`config.mk`:
```
export PLATFORM = sky130hd
export DESIGN_NAME = card_uart_stat
export DESIGN_NICKNAME = d
export VERILOG_FILES = /design/src/rtl/card_stat_pkg.sv /design/src/rtl/stat_sticky_bank.sv /design/src/rtl/stat_read_clear.sv /design/src/rtl/stat_buf_flag.sv /design/src/rtl/card_uart_stat.sv
export SDC_FILE = /design/constraint.sdc
export NUM_CORES = 1
export LEC_CHECK = 0
export BUFFER_PORTS_ARGS = -buffer_cell sky130_fd_sc_hd__buf_4
export CORE_MARGIN = 2
export CORE_UTILIZATION = 35
export CTS_CLUSTER_DIAMETER = 200
export DETAILED_ROUTE_END_ITERATION = 8
export GPL_TIMING_DRIVEN = 0
export PLACE_DENSITY = 0.57
export SLEW_MARGIN = 10
export SYNTH_ARGS = -nofsm -noshare
export SYNTH_HDL_FRONTEND = slang
export SYNTH_HIERARCHICAL = 1
export SYNTH_SLANG_ARGS = --single-unit
```
`constraint.sdc`:
```
create_clock -name clk -period 1.1 [get_ports clk]
set_input_delay 0.055 -clock clk [delete_from_list [all_inputs] [get_ports clk]]
set_output_delay 0.055 -clock clk [all_outputs]
set_load 0.1 [all_outputs]
```
`src/rtl/card_stat_pkg.sv`:
```
package card_stat_pkg;
  localparam int STAT_W     = 8;
  localparam int NUM_STICKY = STAT_W - 1;
  localparam int ADDR_W     = 4;

  typedef logic [NUM_STICKY-1:0] sticky_t;
  typedef logic [STAT_W-1:0]     stat_byte_t;

  localparam logic [ADDR_W-1:0] STAT_ADDR_DEF = 4'hE;
endpackage

```
`src/rtl/stat_sticky_bank.sv`:
```
module stat_sticky_bank
  import card_stat_pkg::*;
#(
  parameter int N = NUM_STICKY
) (
  input  logic         clk,
  input  logic         rst_n,
  input  logic [N-1:0] set_i,
  input  logic [N-1:0] clr_i,
  output logic [N-1:0] flags_o
);

  for (genvar b = 0; b < N; b++) begin : g_bit
    always_ff @(posedge clk) begin
      if (!rst_n)        flags_o[b] <= 1'b0;
      else if (set_i[b]) flags_o[b] <= 1'b1;
      else if (clr_i[b]) flags_o[b] <= 1'b0;
    end


    sticky_set_wins_chk: assert property (@(posedge clk) disable iff (!rst_n)
      set_i[b] |=> flags_o[b]);


    sticky_fall_by_clr_chk: assert property (@(posedge clk) disable iff (!rst_n)
      $fell(flags_o[b]) |-> $past(clr_i[b]));
  end

endmodule

```
`src/rtl/stat_read_clear.sv`:
```
module stat_read_clear
  import card_stat_pkg::*;
#(
  parameter int                CLR_DLY   = 2,
  parameter logic [ADDR_W-1:0] STAT_ADDR = STAT_ADDR_DEF
) (
  input  logic              clk,
  input  logic              rst_n,
  input  logic [ADDR_W-1:0] bus_addr,
  input  logic              bus_rd_n,
  input  sticky_t           flags_now,
  output logic              rd_sel_o,
  output sticky_t           clr_mask_o
);

  localparam int CW = $clog2(CLR_DLY + 1);

  logic    sel_q;
  logic    pend_q;
  logic [CW-1:0] cnt_q;
  sticky_t snap_q;
  sticky_t mask_q;
  logic    rd_end;
  logic    fire;

  assign rd_sel_o   = !bus_rd_n && (bus_addr == STAT_ADDR);
  assign rd_end     = sel_q && !rd_sel_o;
  assign fire       = pend_q && (cnt_q == CW'(1));
  assign clr_mask_o = fire ? mask_q : '0;

  always_ff @(posedge clk) begin
    if (!rst_n) begin
      sel_q  <= 1'b0;
      snap_q <= '0;
    end else begin
      sel_q <= rd_sel_o;
      if (rd_sel_o) snap_q <= sel_q ? (snap_q | flags_now) : flags_now;
    end
  end

  always_ff @(posedge clk) begin
    if (!rst_n) begin
      pend_q <= 1'b0;
      cnt_q  <= '0;
      mask_q <= '0;
    end else if (rd_end) begin
      pend_q <= 1'b1;
      cnt_q  <= CW'(CLR_DLY);
      mask_q <= pend_q ? (mask_q | snap_q) : snap_q;
    end else if (pend_q) begin
      if (fire) begin
        pend_q <= 1'b0;
        mask_q <= '0;
      end else begin
        cnt_q <= cnt_q - CW'(1);
      end
    end
  end


  clr_only_set_flags_chk: assert property (@(posedge clk) disable iff (!rst_n)
    (clr_mask_o != '0) |-> ((clr_mask_o & ~flags_now) == '0));

endmodule

```
`src/rtl/stat_buf_flag.sv`:
```
module stat_buf_flag #(
  parameter int BUF_DLY = 3
) (
  input  logic clk,
  input  logic rst_n,
  input  logic rx_full_p,
  input  logic tx_done_p,
  input  logic last_char_mode,
  input  logic tx_data_wr_p,
  input  logic rx_data_rd_p,
  input  logic tx_mode,
  output logic flag_o
);

  logic [BUF_DLY-1:0] dly_q;
  logic               mode_q;
  logic               acc;
  logic               set_now;
  logic               mode_fall;
  logic               clr_now;

  assign acc       = tx_data_wr_p | rx_data_rd_p;
  assign set_now   = rx_full_p | (tx_done_p & ~last_char_mode);
  assign mode_fall = mode_q & ~tx_mode;
  assign clr_now   = dly_q[BUF_DLY-1] | mode_fall;

  if (BUF_DLY == 1) begin : g_dly1
    always_ff @(posedge clk) begin
      if (!rst_n) dly_q <= '0;
      else        dly_q <= acc;
    end
  end else begin : g_dlyn
    always_ff @(posedge clk) begin
      if (!rst_n) dly_q <= '0;
      else        dly_q <= {dly_q[BUF_DLY-2:0], acc};
    end
  end

  always_ff @(posedge clk) begin
    if (!rst_n) begin
      mode_q <= 1'b0;
      flag_o <= 1'b0;
    end else begin
      mode_q <= tx_mode;
      if (set_now)      flag_o <= 1'b1;
      else if (clr_now) flag_o <= 1'b0;
    end
  end


  mode_change_clears_chk: assert property (@(posedge clk) disable iff (!rst_n)
    (mode_q && !tx_mode && !rx_full_p && !tx_done_p) |=> !flag_o);


  last_char_no_set_chk: assert property (@(posedge clk) disable iff (!rst_n)
    (tx_done_p && last_char_mode && !rx_full_p && !flag_o) |=> !flag_o);


  rx_full_sets_chk: assert property (@(posedge clk) disable iff (!rst_n)
    rx_full_p |=> flag_o);

endmodule

```
`src/rtl/card_uart_stat.sv`:
```
module card_uart_stat
  import card_stat_pkg::*;
#(
  parameter int                CLR_DLY   = 2,
  parameter int                BUF_DLY   = 3,
  parameter logic [ADDR_W-1:0] STAT_ADDR = STAT_ADDR_DEF
) (
  input  logic              clk,
  input  logic              rst_n,
  input  logic [ADDR_W-1:0] bus_addr,
  input  logic              bus_rd_n,
  output logic [STAT_W-1:0] bus_rdata,
  input  logic [NUM_STICKY-1:0] evt_pulse,
  input  logic              rx_full_p,
  input  logic              tx_done_p,
  input  logic              last_char_mode,
  input  logic              tx_data_wr_p,
  input  logic              rx_data_rd_p,
  input  logic              tx_mode,
  input  logic              buf_irq_mask,
  output logic              irq_n
);

  sticky_t sticky;
  sticky_t clr_mask;
  logic    rd_sel;
  logic    buf_flag;

  stat_read_clear #(.CLR_DLY(CLR_DLY), .STAT_ADDR(STAT_ADDR)) u_rdclr (
    .clk        (clk),
    .rst_n      (rst_n),
    .bus_addr   (bus_addr),
    .bus_rd_n   (bus_rd_n),
    .flags_now  (sticky),
    .rd_sel_o   (rd_sel),
    .clr_mask_o (clr_mask)
  );

  stat_sticky_bank #(.N(NUM_STICKY)) u_sticky (
    .clk     (clk),
    .rst_n   (rst_n),
    .set_i   (evt_pulse),
    .clr_i   (clr_mask),
    .flags_o (sticky)
  );

  stat_buf_flag #(.BUF_DLY(BUF_DLY)) u_buf (
    .clk            (clk),
    .rst_n          (rst_n),
    .rx_full_p      (rx_full_p),
    .tx_done_p      (tx_done_p),
    .last_char_mode (last_char_mode),
    .tx_data_wr_p   (tx_data_wr_p),
    .rx_data_rd_p   (rx_data_rd_p),
    .tx_mode        (tx_mode),
    .flag_o         (buf_flag)
  );

  assign bus_rdata = rd_sel ? {sticky, buf_flag} : '0;
  assign irq_n     = !((|sticky) || (buf_flag && !buf_irq_mask));


  read_keeps_buf_chk: assert property (@(posedge clk) disable iff (!rst_n)
    (buf_flag && !tx_data_wr_p && !rx_data_rd_p && tx_mode) |=> buf_flag);

endmodule

```
# --- After elaboration in Yosys (flattened, before gate mapping) ---
# Cells that the tools add are included.
# Widths: inputs -> output; s select.
totals:
  ff_bits: 30
  out_inout_bits: 9
  input_bits: 21
classes:
  mux: 29
  addsub: 1
  n_reduce_logical: 24
  eq_ne: 3
  n_bitwise: 11
ops:
  columns: ["operator", "count"]
  rows:
  - ["$mux 7", 6]
  - ["$reduce_bool 2->1", 10]
  - ["$mux 1", 19]
  - ["$or 7x7->7", 2]
  - ["$mux 8", 1]
  - ["$reduce_or 7->1", 1]
  - ["$mux 2", 3]
  - ["$reduce_and 2->1", 3]
  - ["$eq 4x4->1 const B", 1]
  - ["$logic_and 1x1->1", 4]
  - ["$logic_not 1->1", 4]
  - ["$not 1->1", 4]
  - ["$or 1x1->1", 3]
  - ["$and 1x1->1", 2]
  - ["$eq 2x1->1 const B", 1]
  - ["$ne 2x1->1 const B", 1]
  - ["$reduce_or 2->1", 1]
  - ["$sub 2x1->2 const B", 1]
  - ["$logic_or 1x1->1", 1]

# --- Depth between registers and ports, before layout ---
logic_depth:
  ltp_word: 6
  depth_mapped: 6
  mapped_depth_nobuf: 6

# --- Hierarchy ---
# The synthesis kept the hierarchy.
by_module_without_submodules:
  columns: ["mod", "n_inst", "area_per_inst_um2", "cells_each"]
  rows:
  - ["stat_read_clear", 1, 742.0, 87]
  - ["stat_sticky_bank", 1, 236.5, 21]
  - ["stat_buf_flag", 1, 155.1, 13]
  - ["card_uart_stat", 1, 75.1, 12]

# --- Least setup slack after synthesis ---
# OpenSTA, ideal clock, no wires.
synth_timing:
  path_kind: "input to output"
  from: "input bus_addr[0]"
  to: "output bus_rdata[0]"
  setup_slack_ns: -0.345
  path_buffers: 0
  stages: 4
  t_required_ns: 1.045
  arrival_time_ns: 1.390
  path_cell_list: "and3b_2 -> nand2_2 -> clkinv_1 -> and2_1"
synth_via:
  elab_chain_len: 3
synth_lines:
  columns: ["element", "line_no", "source"]
  rows:
  - ["from (decl)", "card_uart_stat.sv:10", "input logic [ADDR_W-1:0] bus_addr,"]
  - ["$eq 4x4->1", "stat_read_clear.sv:26", "assign rd_sel_o = !bus_rd_n && (bus_addr == STAT_ADDR);"]
  - ["$logic_and 1x1->1", "stat_read_clear.sv:26", null]
  - ["net rd_sel", "card_uart_stat.sv:26", "logic rd_sel;"]
  - ["$mux 8", "card_uart_stat.sv:59", "assign bus_rdata = rd_sel ? {sticky, buf_flag} : '0;"]
  - ["to (decl)", "card_uart_stat.sv:12", "output logic [STAT_W-1:0] bus_rdata,"]
# The timed path passes the listed nets, and every way through them passes these cells.

# --- Final worst setup path ---
layout_timing:
  from: "register u_sticky.flags_o[4]"
  to: "output irq_n"
layout_via:
  elab_chain_len: 3
layout_lines:
  columns: ["element", "line_no", "source"]
  rows:
  - ["from (decl)", "stat_sticky_bank.sv:10", "output logic [N-1:0] flags_o"]
  - ["from (signal, indexed assignment)", "stat_sticky_bank.sv:15", "if (!rst_n) flags_o[b] <= 1'b0;"]
  - ["from (signal, indexed assignment)", "stat_sticky_bank.sv:16", "else if (set_i[b]) flags_o[b] <= 1'b1;"]
  - ["from (signal, indexed assignment)", "stat_sticky_bank.sv:17", "else if (clr_i[b]) flags_o[b] <= 1'b0;"]
  - ["$reduce_or 7->1", "card_uart_stat.sv:60", "assign irq_n = !((|sticky) || (buf_flag && !buf_irq_mask));"]
  - ["$logic_or 1x1->1", "card_uart_stat.sv:60", null]
  - ["$logic_not 1->1", "card_uart_stat.sv:60", null]
  - ["to (decl)", "card_uart_stat.sv:21", "output logic irq_n"]
# No other way between the ends.

==> reports/results.md <==
| Metric | This run |
| --- | --- |
| Result of the run | complete, but fails checks |
| Violations in the final reports | setup timing |
| Area share of the largest cell type after synthesis | 49.7% |
| Switching pwr | 0.505 mW |
| Starting density of the core | 36.2% |
| Synthesis-stage register bit count | 30 |
| Startpoint types | flop |
| Maximum number of pins on one net before global-route repair | 16 |
| Number of warning messages in the yosys log | 6 |
| Routed wire length per instance | 13.7 um |
| Top cells by area in the synthesized netlist | sky130_fd_sc_hd__dfxtp_1, sky130_fd_sc_hd__a21oi_1, sky130_fd_sc_hd__and2_1 |
| Most common library cell in the layout ignoring fill and taps | sky130_fd_sc_hd__buf_4 |
| Total cell area at the placement stage | 1510 um^2 |
| Arrival time of data at the critical path endpoint | 1.36 ns |
| Final Hold Vio Count | 0 |
| Slack of the critical path | -0.312 ns |
| Library cell used as clock root buffer | sky130_fd_sc_hd__clkbuf_4 |
| Number of diodes | 0 |
| Dominant delay contributor by cell family on the critical path | simple AND/OR/NAND/NOR gates |
| Area inside the core boundary | 3340 um^2 |
| Transition time at the pin with the least slew margin | 0.520 ns |
| Post-Syn Instances | 133 |
| Worst Path Buf+Inv | 1 |
| Leakage power | 0.799 nW |
| Worst-skew pair later-pin latency | 0.32 ns |
| Hold Slack | 0.0434 ns |
| Final min period | 1.41 ns |
| Final instance count without filler cells | 235 |
| Die extent in y | 62.8 um |
| Num CTS Buffers | 5 |
| First-pass GRT wire length | 5290 um |
| Highest clock frequency the design can meet | 708 MHz |
| Part of the total power dissipated in the clock network | 32.4% |
| Proportion of power drawn by combinational gates | 12.3% |
| TritonCTS clock tree | done |
| Category of the worst setup path capture point | output pin |
| # rows | 21 |
| Remaining global-route overflow | 0 |
| Area of all placed cells without fillers | 2030 um^2 |
| Antenna violations before repair | 0 |
| Summed instance area of the synthesized netlist | 1210 um^2 |
| Die span in x | 62.8 um |
| Cell chain of the critical path | nor4_4 -> and3_4 -> buf_12 |
| Cell with the largest stage delay on the worst path | sky130_fd_sc_hd__dfxtp_2 |
| Placed insts | 208 |
| Post-Route WL | 3230 um |
| Overall global routing resource usage | 17.3% |
| Number of buffers on the longest clock path | 2 |
| Sink Count | 30 |
| Max-capacitance violation count | 0 |
| Most area-hungry cell type in the Yosys netlist | sky130_fd_sc_hd__dfxtp_1 |
| Via count of the first global-routing pass | 1212 |
| Data required time of the worst path | 1.04 ns |
| Layout cell share with drive strength beyond 1 | 49.7% |
| Remaining routing DRC violations | 0 |
| Antenna violation net count after detailed routing | 0 |
| Slew Viols, Final | 0 |
| Sequential cell area fraction in the yosys report | 49.7% |
| Area growth from synthesis to layout | 67.7% |
| Worst vdd rail ir drop | 551 uV |
| Vias per Instance | 4.93 |
| Number of unique standard cell types used by synthesis | 27 |
| Number of iterations in the first detailed-routing pass | 4 |
| Internal power contribution | 1.57 mW |
| Post-route clock skew | 0.00738 ns |
| Worst Hold Class | in -> reg |
| Proportion of power drawn by flip-flops and latches | 55.3% |
| Post-Syn Nets | 155 |
| Setup repair after global routing missed its margin | true |
| Peak per-stage delay on the critical path | 0.35 ns |
| Worst rel slew slack | 65.3% |
| Initial drt markers | 29 |
| Final cell utilization of the core | 60.7% |
| Routability Congestion | 0.719 |
| IO buf count | 29 |
| Floorplan die area | 3940 um^2 |
| Clock transition at the registers of the reported paths | 0.09 ns |
| Total via count after detailed routing | 1158 |
| Setup violation total in the final timing report | 12 |
| Critical path type | reg -> out |
| Total negative slack for setup checks | -0.593 ns |
| HPWL reported at the end of detailed placement | 1920 um |
| Power per Cell Area | 1020 nW/um^2 |
| Commonest non-fill, non-tap cells in the layout | sky130_fd_sc_hd__buf_4, sky130_fd_sc_hd__dfxtp_1, sky130_fd_sc_hd__dlygate4sd3_1, sky130_fd_sc_hd__buf_12, sky130_fd_sc_hd__a21oi_1 |
| Nets | 210 |
| Max H-tree Level | 2 |
| Final period util | 128% |
| I/O pin count | 30 |
| Highest net fanout along the worst path | 4 |
| Switching Fraction | 24.3% |
| Post-synthesis area per instance | 9.09 um^2 |
## path summary, 6_finish.rpt
kind	from	end	slack [ns]	depth (start not counted)
worst max-delay path	u_sticky/flags_o[4]$_SDFFE_PN0P_	irq_n	-0.31	3
worst min-delay path	rst_n	u_sticky/flags_o[0]$_SDFFE_PN0P_	0.04	2
worst max register to register	u_rdclr/cnt_q[1]$_SDFFE_PN0P_	u_rdclr/cnt_q[1]$_SDFFE_PN0P_	-0.04	6
worst min register to register	u_buf/dly_q[0]$_SDFF_PN0_	u_buf/dly_q[1]$_SDFF_PN0_	0.44	1
## flip-flops by register name, indices dropped and copies added, names as in the netlist
signal            flops
u_rdclr/mask_q        7
u_rdclr/snap_q        7
u_sticky/flags_o      7
u_buf/dly_q           3
u_rdclr/cnt_q         2
u_buf/flag_o          1
u_buf/mode_q          1
u_rdclr/pend_q        1
u_rdclr/sel_q         1
## stage by stage
stage                     setup slack [ns]  total power, mW
final                               -0.312             2.08
after CTS                           -0.328             2.09
after detailed placement            -0.489             1.36
after global placement              -0.468             1.35
after global routing                -0.360             2.19
after floorplan                    -0.0623             1.27
## timing repair
item / 4_1_cts / 5_1_grt
resized for setup: 60 / 19
hold endpoints to repair: 10 / 0
pin swaps: 8 / 8
endpoints found under the setup margin: 22 / 22
buffers inserted: 4 / 4
hold buffers: 11 / 0
## cell usage after synthesis (all sizes together)
master	n
a211o	1
a21oi	18
a22oi	3
and2	11
and2b	2
and3	8
and3b	1
clkbuf	1
clkinv	1
dfxtp	30
ha	1
inv	3
nand2	10
nand2b	1
nor2	7
nor2b	9
nor3	6
nor3b	1
nor4	1
o21a	8
o21ai	8
o31a	1
xnor2	1
## power by group through the flow
| stage | Sequential, mW | Combinational (mW) | Clock [mW] |
|---|---|---|---|
| floorplan | 1.16 | 0.107 | 0 |
| global placement | 1.17 | 0.184 | 0 |
| detailed placement | 1.17 | 0.188 | 0 |
| CTS | 1.15 | 0.246 | 0.694 |
| global route | 1.15 | 0.274 | 0.758 |
| finish | 1.15 | 0.255 | 0.673 |
## cells by family (layout without fill, tap and decap cells)
family / after synthesis / in the layout / share of synthesized area, %
simple gates: 57 / 57 / 26.3
xor+xnor: 1 / 1 / 0.725
buf+inv: 5 / 61 / 1.55
fa+ha+maj: 1 / 1 / 1.04
flops: 30 / 30 / 49.7
compound gates: 39 / 39 / 20.7
## cell type report
| cell class | count | area, um^2 |
|---|---|---|
| Buffer | 1 | 3.75 |
| Clock buffer | 7 | 55.1 |
| Clock inverter | 1 | 5.00 |
| Fill cell | 282 | 1310 |
| Inverter | 4 | 20.0 |
| Multi-Input combinational cell | 98 | 747 |
| Sequential cell | 30 | 626 |
| Tap cell | 46 | 57.6 |
| Timing Repair Buffer | 48 | 513 |
## metal layers
layer	share of wire [%]	GRT usage (%)
met1	40	17.9
met2	55	32.0
met3	4.3	4.86
met4	0.84	8.33
met5	0	0
Power figures use the tool's default switching activity.
